## src/rtl/ebs_pkg.sv

```systemverilog
package ebs_pkg;

    typedef enum logic [2:0] {
        PH_IDLE   = 3'd0,
        PH_LEAD   = 3'd1,
        PH_ACTIVE = 3'd2,
        PH_TRAIL  = 3'd3,
        PH_ACK    = 3'd4
    } phase_e;

    typedef enum logic [1:0] {
        RDY_OFF   = 2'd0,
        RDY_SYNC  = 2'd1,
        RDY_ASYNC = 2'd2
    } rdy_mode_e;

endpackage

```

## src/rtl/ebs_ready_sync.sv

```systemverilog
module ebs_ready_sync #(
    parameter int STAGES = 2
) (
    input  logic clk,
    input  logic rst_n,
    input  logic d_i,
    output logic q_o
);
    generate
        if (STAGES < 2) begin : g_single
            logic flop_q;
            always_ff @(posedge clk or negedge rst_n) begin
                if (!rst_n) flop_q <= 1'b0;
                else        flop_q <= d_i;
            end
            assign q_o = flop_q;
        end else begin : g_chain
            logic [STAGES-1:0] chain_q;
            always_ff @(posedge clk or negedge rst_n) begin
                if (!rst_n) chain_q <= '0;
                else        chain_q <= {chain_q[STAGES-2:0], d_i};
            end
            assign q_o = chain_q[STAGES-1];
        end
    endgenerate
endmodule

```

## src/rtl/ebs_phase_len.sv

```systemverilog
module ebs_phase_len #(
    parameter int FIELD_W = 4,
    parameter int OUT_W   = 6,
    parameter int ADD_ONE = 0
) (
    input  logic [FIELD_W-1:0] field_i,
    input  logic               dbl_i,
    output logic [OUT_W-1:0]   len_o
);
    logic [OUT_W-1:0] base;

    always_comb begin
        base  = OUT_W'(field_i) + OUT_W'(ADD_ONE);
        len_o = dbl_i ? (base << 1) : base;
    end
endmodule

```

## src/rtl/ebs_rule_check.sv

```systemverilog
module ebs_rule_check
    import ebs_pkg::*;
#(
    parameter int LEAD_W = 4,
    parameter int ACT_W  = 4
) (
    input  logic [LEAD_W-1:0] lead_i,
    input  logic [ACT_W-1:0]  act_i,
    input  rdy_mode_e         mode_i,
    output logic              bad_o
);
    localparam int SUM_W = ((LEAD_W > ACT_W) ? LEAD_W : ACT_W) + 1;

    logic [SUM_W-1:0] sum;

    always_comb begin
        sum   = SUM_W'(lead_i) + SUM_W'(act_i);
        bad_o = (lead_i == '0)
              | ((mode_i != RDY_OFF) && (act_i == '0))
              | ((mode_i == RDY_ASYNC) && (sum < SUM_W'(3)));
    end
endmodule

```

## src/rtl/ext_bus_seq.sv

```systemverilog
module ext_bus_seq
    import ebs_pkg::*;
#(
    parameter int LEAD_W      = 4,
    parameter int ACT_W       = 4,
    parameter int TRAIL_W     = 3,
    parameter int SYNC_STAGES = 2
) (
    input  logic               clk,
    input  logic               rst_n,
    input  logic               req_i,
    input  logic               req_we_i,
    output logic               ack_o,
    input  logic [LEAD_W-1:0]  cfg_rd_lead_i,
    input  logic [ACT_W-1:0]   cfg_rd_act_i,
    input  logic [TRAIL_W-1:0] cfg_rd_trail_i,
    input  logic [LEAD_W-1:0]  cfg_wr_lead_i,
    input  logic [ACT_W-1:0]   cfg_wr_act_i,
    input  logic [TRAIL_W-1:0] cfg_wr_trail_i,
    input  logic               cfg_double_i,
    input  logic               cfg_use_ready_i,
    input  logic               cfg_ready_async_i,
    input  logic               ready_i,
    output logic               rd_strobe_n_o,
    output logic               wr_strobe_n_o,
    output logic               cfg_illegal_o
);
    localparam int ACT_SPAN = ACT_W + 1;
    localparam int MAX_A    = (LEAD_W > ACT_SPAN) ? LEAD_W : ACT_SPAN;
    localparam int MAX_F    = (MAX_A > TRAIL_W) ? MAX_A : TRAIL_W;
    localparam int CNT_W    = MAX_F + 1;

    typedef struct packed {
        phase_e           phase;
        logic [CNT_W-1:0] cnt;
        logic             we;
        logic [CNT_W-1:0] act_len;
        logic [CNT_W-1:0] trail_len;
        rdy_mode_e        mode;
        logic             illegal;
    } st_t;

    st_t st_d, st_q;

    // Field selection by requested direction
    logic [LEAD_W-1:0]  lead_sel;
    logic [ACT_W-1:0]   act_sel;
    logic [TRAIL_W-1:0] trail_sel;
    logic [CNT_W-1:0]   lead_len, act_len, trail_len;
    rdy_mode_e          mode_now;

    assign lead_sel  = req_we_i ? cfg_wr_lead_i  : cfg_rd_lead_i;
    assign act_sel   = req_we_i ? cfg_wr_act_i   : cfg_rd_act_i;
    assign trail_sel = req_we_i ? cfg_wr_trail_i : cfg_rd_trail_i;
    assign mode_now  = !cfg_use_ready_i  ? RDY_OFF :
                       cfg_ready_async_i ? RDY_ASYNC : RDY_SYNC;

    ebs_phase_len #(.FIELD_W(LEAD_W), .OUT_W(CNT_W), .ADD_ONE(0)) u_lead_len (
        .field_i(lead_sel), .dbl_i(cfg_double_i), .len_o(lead_len));
    ebs_phase_len #(.FIELD_W(ACT_W), .OUT_W(CNT_W), .ADD_ONE(1)) u_act_len (
        .field_i(act_sel), .dbl_i(cfg_double_i), .len_o(act_len));
    ebs_phase_len #(.FIELD_W(TRAIL_W), .OUT_W(CNT_W), .ADD_ONE(0)) u_trail_len (
        .field_i(trail_sel), .dbl_i(cfg_double_i), .len_o(trail_len));

    // Legality check, one instance per direction
    logic [LEAD_W-1:0] chk_lead [2];
    logic [ACT_W-1:0]  chk_act  [2];
    logic [1:0]        dir_bad;

    assign chk_lead[0] = cfg_rd_lead_i;
    assign chk_lead[1] = cfg_wr_lead_i;
    assign chk_act[0]  = cfg_rd_act_i;
    assign chk_act[1]  = cfg_wr_act_i;

    generate
        for (genvar d = 0; d < 2; d++) begin : g_rule
            ebs_rule_check #(.LEAD_W(LEAD_W), .ACT_W(ACT_W)) u_rule (
                .lead_i(chk_lead[d]),
                .act_i (chk_act[d]),
                .mode_i(mode_now),
                .bad_o (dir_bad[d])
            );
        end
    endgenerate

    // Ready path
    logic rdy_synced;
    logic rdy_seen;

    ebs_ready_sync #(.STAGES(SYNC_STAGES)) u_rdy_sync (
        .clk(clk), .rst_n(rst_n), .d_i(ready_i), .q_o(rdy_synced));

    assign rdy_seen = (st_q.mode == RDY_ASYNC) ? rdy_synced : ready_i;

    always_comb begin
        st_d         = st_q;
        st_d.illegal = |dir_bad;
        unique case (st_q.phase)
            PH_IDLE: begin
                if (req_i) begin
                    st_d.we        = req_we_i;
                    st_d.act_len   = act_len;
                    st_d.trail_len = trail_len;
                    st_d.mode      = mode_now;
                    if (lead_len != '0) begin
                        st_d.phase = PH_LEAD;
                        st_d.cnt   = lead_len - CNT_W'(1);
                    end else begin
                        st_d.phase = PH_ACTIVE;
                        st_d.cnt   = act_len - CNT_W'(1);
                    end
                end
            end
            PH_LEAD: begin
                if (st_q.cnt == '0) begin
                    st_d.phase = PH_ACTIVE;
                    st_d.cnt   = st_q.act_len - CNT_W'(1);
                end else begin
                    st_d.cnt = st_q.cnt - CNT_W'(1);
                end
            end
            PH_ACTIVE: begin
                if (st_q.cnt != '0) begin
                    st_d.cnt = st_q.cnt - CNT_W'(1);
                end else if ((st_q.mode == RDY_OFF) || rdy_seen) begin
                    if (st_q.trail_len != '0) begin
                        st_d.phase = PH_TRAIL;
                        st_d.cnt   = st_q.trail_len - CNT_W'(1);
                    end else begin
                        st_d.phase = PH_ACK;
                    end
                end
            end
            PH_TRAIL: begin
                if (st_q.cnt == '0) st_d.phase = PH_ACK;
                else                st_d.cnt   = st_q.cnt - CNT_W'(1);
            end
            PH_ACK:  st_d.phase = PH_IDLE;
            default: st_d.phase = PH_IDLE;
        endcase
    end

    always_ff @(posedge clk or negedge rst_n) begin
        if (!rst_n) st_q <= '0;
        else        st_q <= st_d;
    end

    assign ack_o         = (st_q.phase == PH_ACK);
    assign rd_strobe_n_o = !((st_q.phase == PH_ACTIVE) && !st_q.we);
    assign wr_strobe_n_o = !((st_q.phase == PH_ACTIVE) &&  st_q.we);
    assign cfg_illegal_o = st_q.illegal;

endmodule

```

## config.mk

```make
export PLATFORM = sky130hd
export DESIGN_NAME = ext_bus_seq
export DESIGN_NICKNAME = d
export VERILOG_FILES = /design/src/rtl/ebs_pkg.sv /design/src/rtl/ebs_ready_sync.sv /design/src/rtl/ebs_phase_len.sv /design/src/rtl/ebs_rule_check.sv /design/src/rtl/ext_bus_seq.sv
export SDC_FILE = /design/constraint.sdc
export NUM_CORES = 1
export LEC_CHECK = 0
export ABC_AREA = 1
export ABC_CLOCK_PERIOD_IN_PS = 1750
export BUFFER_PORTS_ARGS = -buffer_cell sky130_fd_sc_hd__clkbuf_2
export CORE_MARGIN = 4
export CORE_UTILIZATION = 54
export CTS_BUF_LIST = sky130_fd_sc_hd__clkbuf_4
export DETAILED_ROUTE_END_ITERATION = 6
export GPL_TIMING_DRIVEN = 0
export PLACE_DENSITY = 0.79
export SYNTH_ARGS = -nofsm -noshare
export SYNTH_HDL_FRONTEND = slang
export SYNTH_SLANG_ARGS = --single-unit
```

## constraint.sdc

```tcl
create_clock -name clk -period 1.75 [get_ports clk]
set_input_delay 0.525 -clock clk [delete_from_list [all_inputs] [get_ports clk]]
set_output_delay 0.525 -clock clk [all_outputs]
set_load 0.1 [all_outputs]
```

==> results of run 1 <==
-- report_power, final --
group | switching [mW] | internal (mW) | total, mW | leakage (nW)
combinational | 1.57 | 1.04 | 2.61 | 1.15
clock | 0.174 | 0.105 | 0.279 | 0.0184
sequential | 0.215 | 0.816 | 1.03 | 0.314
-- Yosys cell counts (all sizes together), types with 2 or more instances --
cell type  instances
nor2              35
mux2i              3
a21oi             10
nand4              5
xor2               3
fa                 2
nor4               5
dfrtp             25
inv               45
a22oi              2
nand2             93
a31oi              3
xnor2              3
a211oi             7
o22ai              4
ha                15
o21ai             22
clkbuf             2
nor3               4
buf                3
nand3             24
o31ai              3
-- state kept, by name (all words and copies together), names as in the netlist --
signal and cells:
cfg_illegal_o 1, st_q 22, u_rdy_sync.g_chain.chain_q 2
-- final timing paths --
path / start / to
max in group asynchronous: rst_n / st_q[14]
min in group clk: ready_i / u_rdy_sync.g_chain.chain_q[0]
worst max-delay path: st_q[23] / ack_o
worst min register to register: u_rdy_sync.g_chain.chain_q[0] / u_rdy_sync.g_chain.chain_q[1]
worst max register to register: st_q[23] / st_q[18]
worst min-delay path: rst_n / u_rdy_sync.g_chain.chain_q[1]
-- area by class of cell --
class / instances / area share [%]
Inverter: 45 / 5.82
Clock buffer: 4 / 1.01
Sequential cell: 25 / 20.9
Tap cell: 50 / 2.09
Multi-Input combinational cell: 251 / 56.0
Buffer: 5 / 1.63
Timing Repair Buffer: 49 / 12.5
-- repair_timing --
item                                    4_1_cts  5_1_grt
hold buffers                                  0        0
endpoints found under the setup margin       10       22
setup buffers                                11        6
pin swaps                                    11       23
hold endpoints to repair                      0        0
gates resized for setup                      30       46
-- kinds of logic (layout without fill, tap and decap cells) --
logic type,count (synthesis),count (layout),share of synthesized area (%)
compound gates,56,56,15.7
fa+ha+maj,17,17,10.1
flops,25,25,27.6
xor+xnor,6,6,2.32
mux,3,3,1.33
simple gates,169,169,34.2
buf+inv,50,103,8.73
-- routing by layer --
layer | wire length [um] | track usage (%)
met5 | 0 | 0
met4 | 159 | 7.58
met3 | 244 | 0.826
met2 | 3220 | 43.0
met1 | 2440 | 27.5
-- through the flow --
stage / TNS (ns) / setup slack [ns]
4_1_cts: -0.460 / -0.115
3_5_place_dp: -3.21 / -0.568
6_report: -0.690 / -0.178
3_3_place_gp: -2.96 / -0.547
5_1_grt: -1.32 / -0.240
2_1_floorplan: -0.871 / -0.198
==> run metrics, run 1 <==
outcome finished, violations left; failing checks negative setup slack; synthesized area 0.00226 mm^2; final hold slack 0.173 ns; cts bufs inserted 3; Worst Path Max Fanout 4; clk_lat worst skew 0.33 ns; post-synthesis sequential area ratio 27.6%; number of synthesized flops with an enable pin 0; Setup crit end kind primary output; DP Area 0.00256 mm^2; die height 72.7 um; CP max stage cell dfrtp_1; Hold Crit Class primary input to asynchronous set/reset pin; First DRT Iteration DRCs 234; initial antenna violation count 0; top cells by area, synth dfrtp_1 (28%), nand2_1 (13%), ha_1 (8.3%); WS Path Type flop to primary output; CTS tree built; Buf+Inv Stages, Crit Path 2; Pwr Total 3.92 mW; period utilization 110%; commonest non-fill, non-tap cells in the layout nand2_1 (68), inv_1 (33), clkbuf_2 (30); number of diodes 0; 1st-pass router iterations 4; FF-to-FF path depth 11; Total Wirelength 6.07 mm; clk sinks 25; Fill cells 307; Clock Root Buffer clkbuf_4; Initial Utilization 56.2%; Crit path depth 4; Cell Chain, Critical Path nor2_1 > inv_1 > nor2_2 > clkbuf_16; DP Wirelength 4.21 mm; Max Fclk 519 MHz; die area 0.00529 mm^2; Die X 72.7 um; Req. time, crit path 1.22 ns; core area 0.00403 mm^2; gr ovfl total 0; Layout Utilization 74.2%; area occupied by multi-input gates 0.00167 mm^2; Pwr per Cell Area 1310 mW/mm^2; clk_skew 0.00347 ns; Crit path max-delay family flip-flops; wire per inst 14.1 um; total number of vias 2389; GPL Wtd Cong 0.873; R2R Setup Slk 0 ns; CP arrival 1.40 ns; Avg Vias per Cell 5.57; post-route insts no fill 429; syn avg cell area 6.94 um^2; Slew HR 60.1%; GR Util All Layers 22.8%; setup ws final -0.178 ns; type of origin of the critical path flop; maximum vdd drop 474 uV; Synth cell types 40; Gate Count Post-Synth 326; post-route minimum period 1.93 ns; most common cell after layout, fill and taps aside nand2_1; Synth warnings 0; Synth Register Bits 25; clk slew on worst S/H paths 0.13 ns; # H-tree levels 1; Synth top area share 27.6%; Slew Limit Fails 0; Pleak 1.48 nW; final setup fails 7; Syn Nets 373; share of cells above drive strength 1 35.1%; Post-synth top flop dfrtp_1; Final Hold Vio Count 0; Site Rows 23; drc violations 0; I/O pin count 34; final antenna-violating net count 0; area leader, netlist dfrtp_1; Layout area overhead 32.0%; vias in the first global route 2334; largest net degree at the start of global routing 26; first-pass GRT wire length 9.77 mm; FFs w/ async S/R, synth 100%; Worst-Margin Slew 0.599 ns; Placed Cells 409; CP peak stage delay 0.45 ns; max_cap viols 0; design area 0.00299 mm^2; Nets 427; Register Area 626 um^2; clk buf depth 2; RSZ-0062 raised after global routing yes; buffers added on ports 33
(Power assumes the default switching activity.)
==> run 2: changes to the inputs <==
--- a/config.mk
+++ b/config.mk
@@ -14,6 +14,7 @@
 export DETAILED_ROUTE_END_ITERATION = 6
 export GPL_TIMING_DRIVEN = 0
 export PLACE_DENSITY = 0.79
+export RECOVER_POWER = 25
 export SYNTH_ARGS = -nofsm -noshare
 export SYNTH_HDL_FRONTEND = slang
 export SYNTH_SLANG_ARGS = --single-unit
==> run metrics, run 2 (same netlist as run 1, synthesis figures left out) <==
Req. time, crit path 1.22 ns; Pwr Total 3.92 mW; Pwr per Cell Area 1310 mW/mm^2; final hold slack 0.332 ns; total number of vias 2385; core area 0.00403 mm^2; GPL Wtd Cong 0.873; Die X 72.7 um; wire per inst 14.1 um; CTS tree built; Slew Limit Fails 0; clk_lat worst skew 0.33 ns; 1st-pass router iterations 4; die height 72.7 um; I/O pin count 34; Nets 427; clk slew on worst S/H paths 0.13 ns; cts hold-fix bufs 0; vias in the first global route 2334; RSZ-0062 raised after global routing yes; Final Hold Vio Count 0; outcome finished, violations left; die area 0.00529 mm^2; Hold Crit Class primary input to flop; post-route minimum period 1.93 ns; Clock Root Buffer clkbuf_4; Site Rows 23; initial antenna violation count 0; clk buf depth 2; WS Path Type flop to primary output; largest net degree at the start of global routing 26; CP arrival 1.40 ns; period utilization 110%; maximum vdd drop 475 uV; Avg Vias per Cell 5.56; clk_skew 0.00412 ns; DP Wirelength 4.21 mm; Largest Register st_q; most common cell after layout, fill and taps aside nand2_1; max_cap viols 0; share of cells above drive strength 1 34.6%; Pleak 1.48 nW; number of diodes 0; Worst-Margin Slew 1.29 ns; commonest non-fill, non-tap cells in the layout nand2_1 (68), inv_1 (33), clkbuf_2 (28); failing checks negative setup slack; Setup crit end kind primary output; Worst Path Max Fanout 4; drc violations 0; final antenna-violating net count 0; first-pass GRT wire length 9.77 mm; # H-tree levels 1; max reg flops 22; First DRT Iteration DRCs 234; Total Wirelength 6.06 mm; Layout area overhead 31.9%; Setup WS pre-CTS -0.568 ns; final setup fails 7; Slew HR 14.1%; Max Fclk 519 MHz; buffers added on ports 33; Initial Utilization 56.2%; GR Util All Layers 22.8%; setup ws final -0.177 ns; gr ovfl total 0; cts bufs inserted 3; clk sinks 25; type of origin of the critical path flop
-- run 2: cell counts in the layout (fill, tap and decap cells not counted) --
Identical to the previous run, type by type.
-- run 2: repair_timing --
action | 4_1_cts | 5_1_grt
hold endpoints to repair | 0 | 0
resized for setup | 30 | 46
endpoints found under the setup margin | 10 | 22
setup buffers | 11 | 6
pin swaps | 11 | 23
-- run 2: worst paths after layout --
check	startpoint	end	slack, ns	depth (start not counted)
worst max-delay path	st_q[23]	ack_o	-0.18	4
worst min-delay path	ready_i	u_rdy_sync.g_chain.chain_q[0]	0.33	1
worst max register to register	st_q[23]	st_q[18]	0	11
worst min register to register	u_rdy_sync.g_chain.chain_q[0]	u_rdy_sync.g_chain.chain_q[1]	0.38	0
max in group asynchronous	rst_n	st_q[23]	0.55	1
min in group asynchronous	rst_n	u_rdy_sync.g_chain.chain_q[1]	0.45	1
-- run 2: worst max-delay path: stages, from the launching register on --
cell and delay, ns:
dfrtp_1 0.45, nor2_1 0.17, inv_1 0.09, nor2_2 0.13
clkbuf_16 0.22
-- run 2: through the flow --
stage               instance area (um^2)  utilization (%)  cells  TNS (ns)
finish                              2990             74.1    429    -0.688
global route                        2990             74.1    429     -1.32
CTS                                 2810             69.7    424    -0.460
detailed placement                  2560             63.5    409     -3.21
global placement                    2560             63.5    409     -2.96
floorplan                           2330                -    326    -0.871
-- run 2: per-layer routing --
layer  global-route usage [%]  vias to the layer above  wire [um]
met5                        0                        -          0
met4                     7.58                        0        186
met3                    0.826                       17        215
met2                     43.0                       54       3200
met1                     27.5                     1120       2460
li1                         -                     1194          -
-- run 2: power breakdown --
group / internal, mW / switching, mW / leakage (nW)
logic: 1.04 / 1.57 / 1.15
clock network: 0.105 / 0.173 / 0.0184
registers: 0.816 / 0.214 / 0.314
-- run 2: final cells by class --
| cell class | instances | area [um^2] |
|---|---|---|
| Buffer | 5 | 48.8 |
| Clock buffer | 4 | 30.0 |
| Fill cell | 307 | 1040 |
| Inverter | 45 | 174 |
| Multi-Input combinational cell | 251 | 1670 |
| Sequential cell | 25 | 626 |
| Tap cell | 50 | 62.6 |
| Timing Repair Buffer | 49 | 370 |
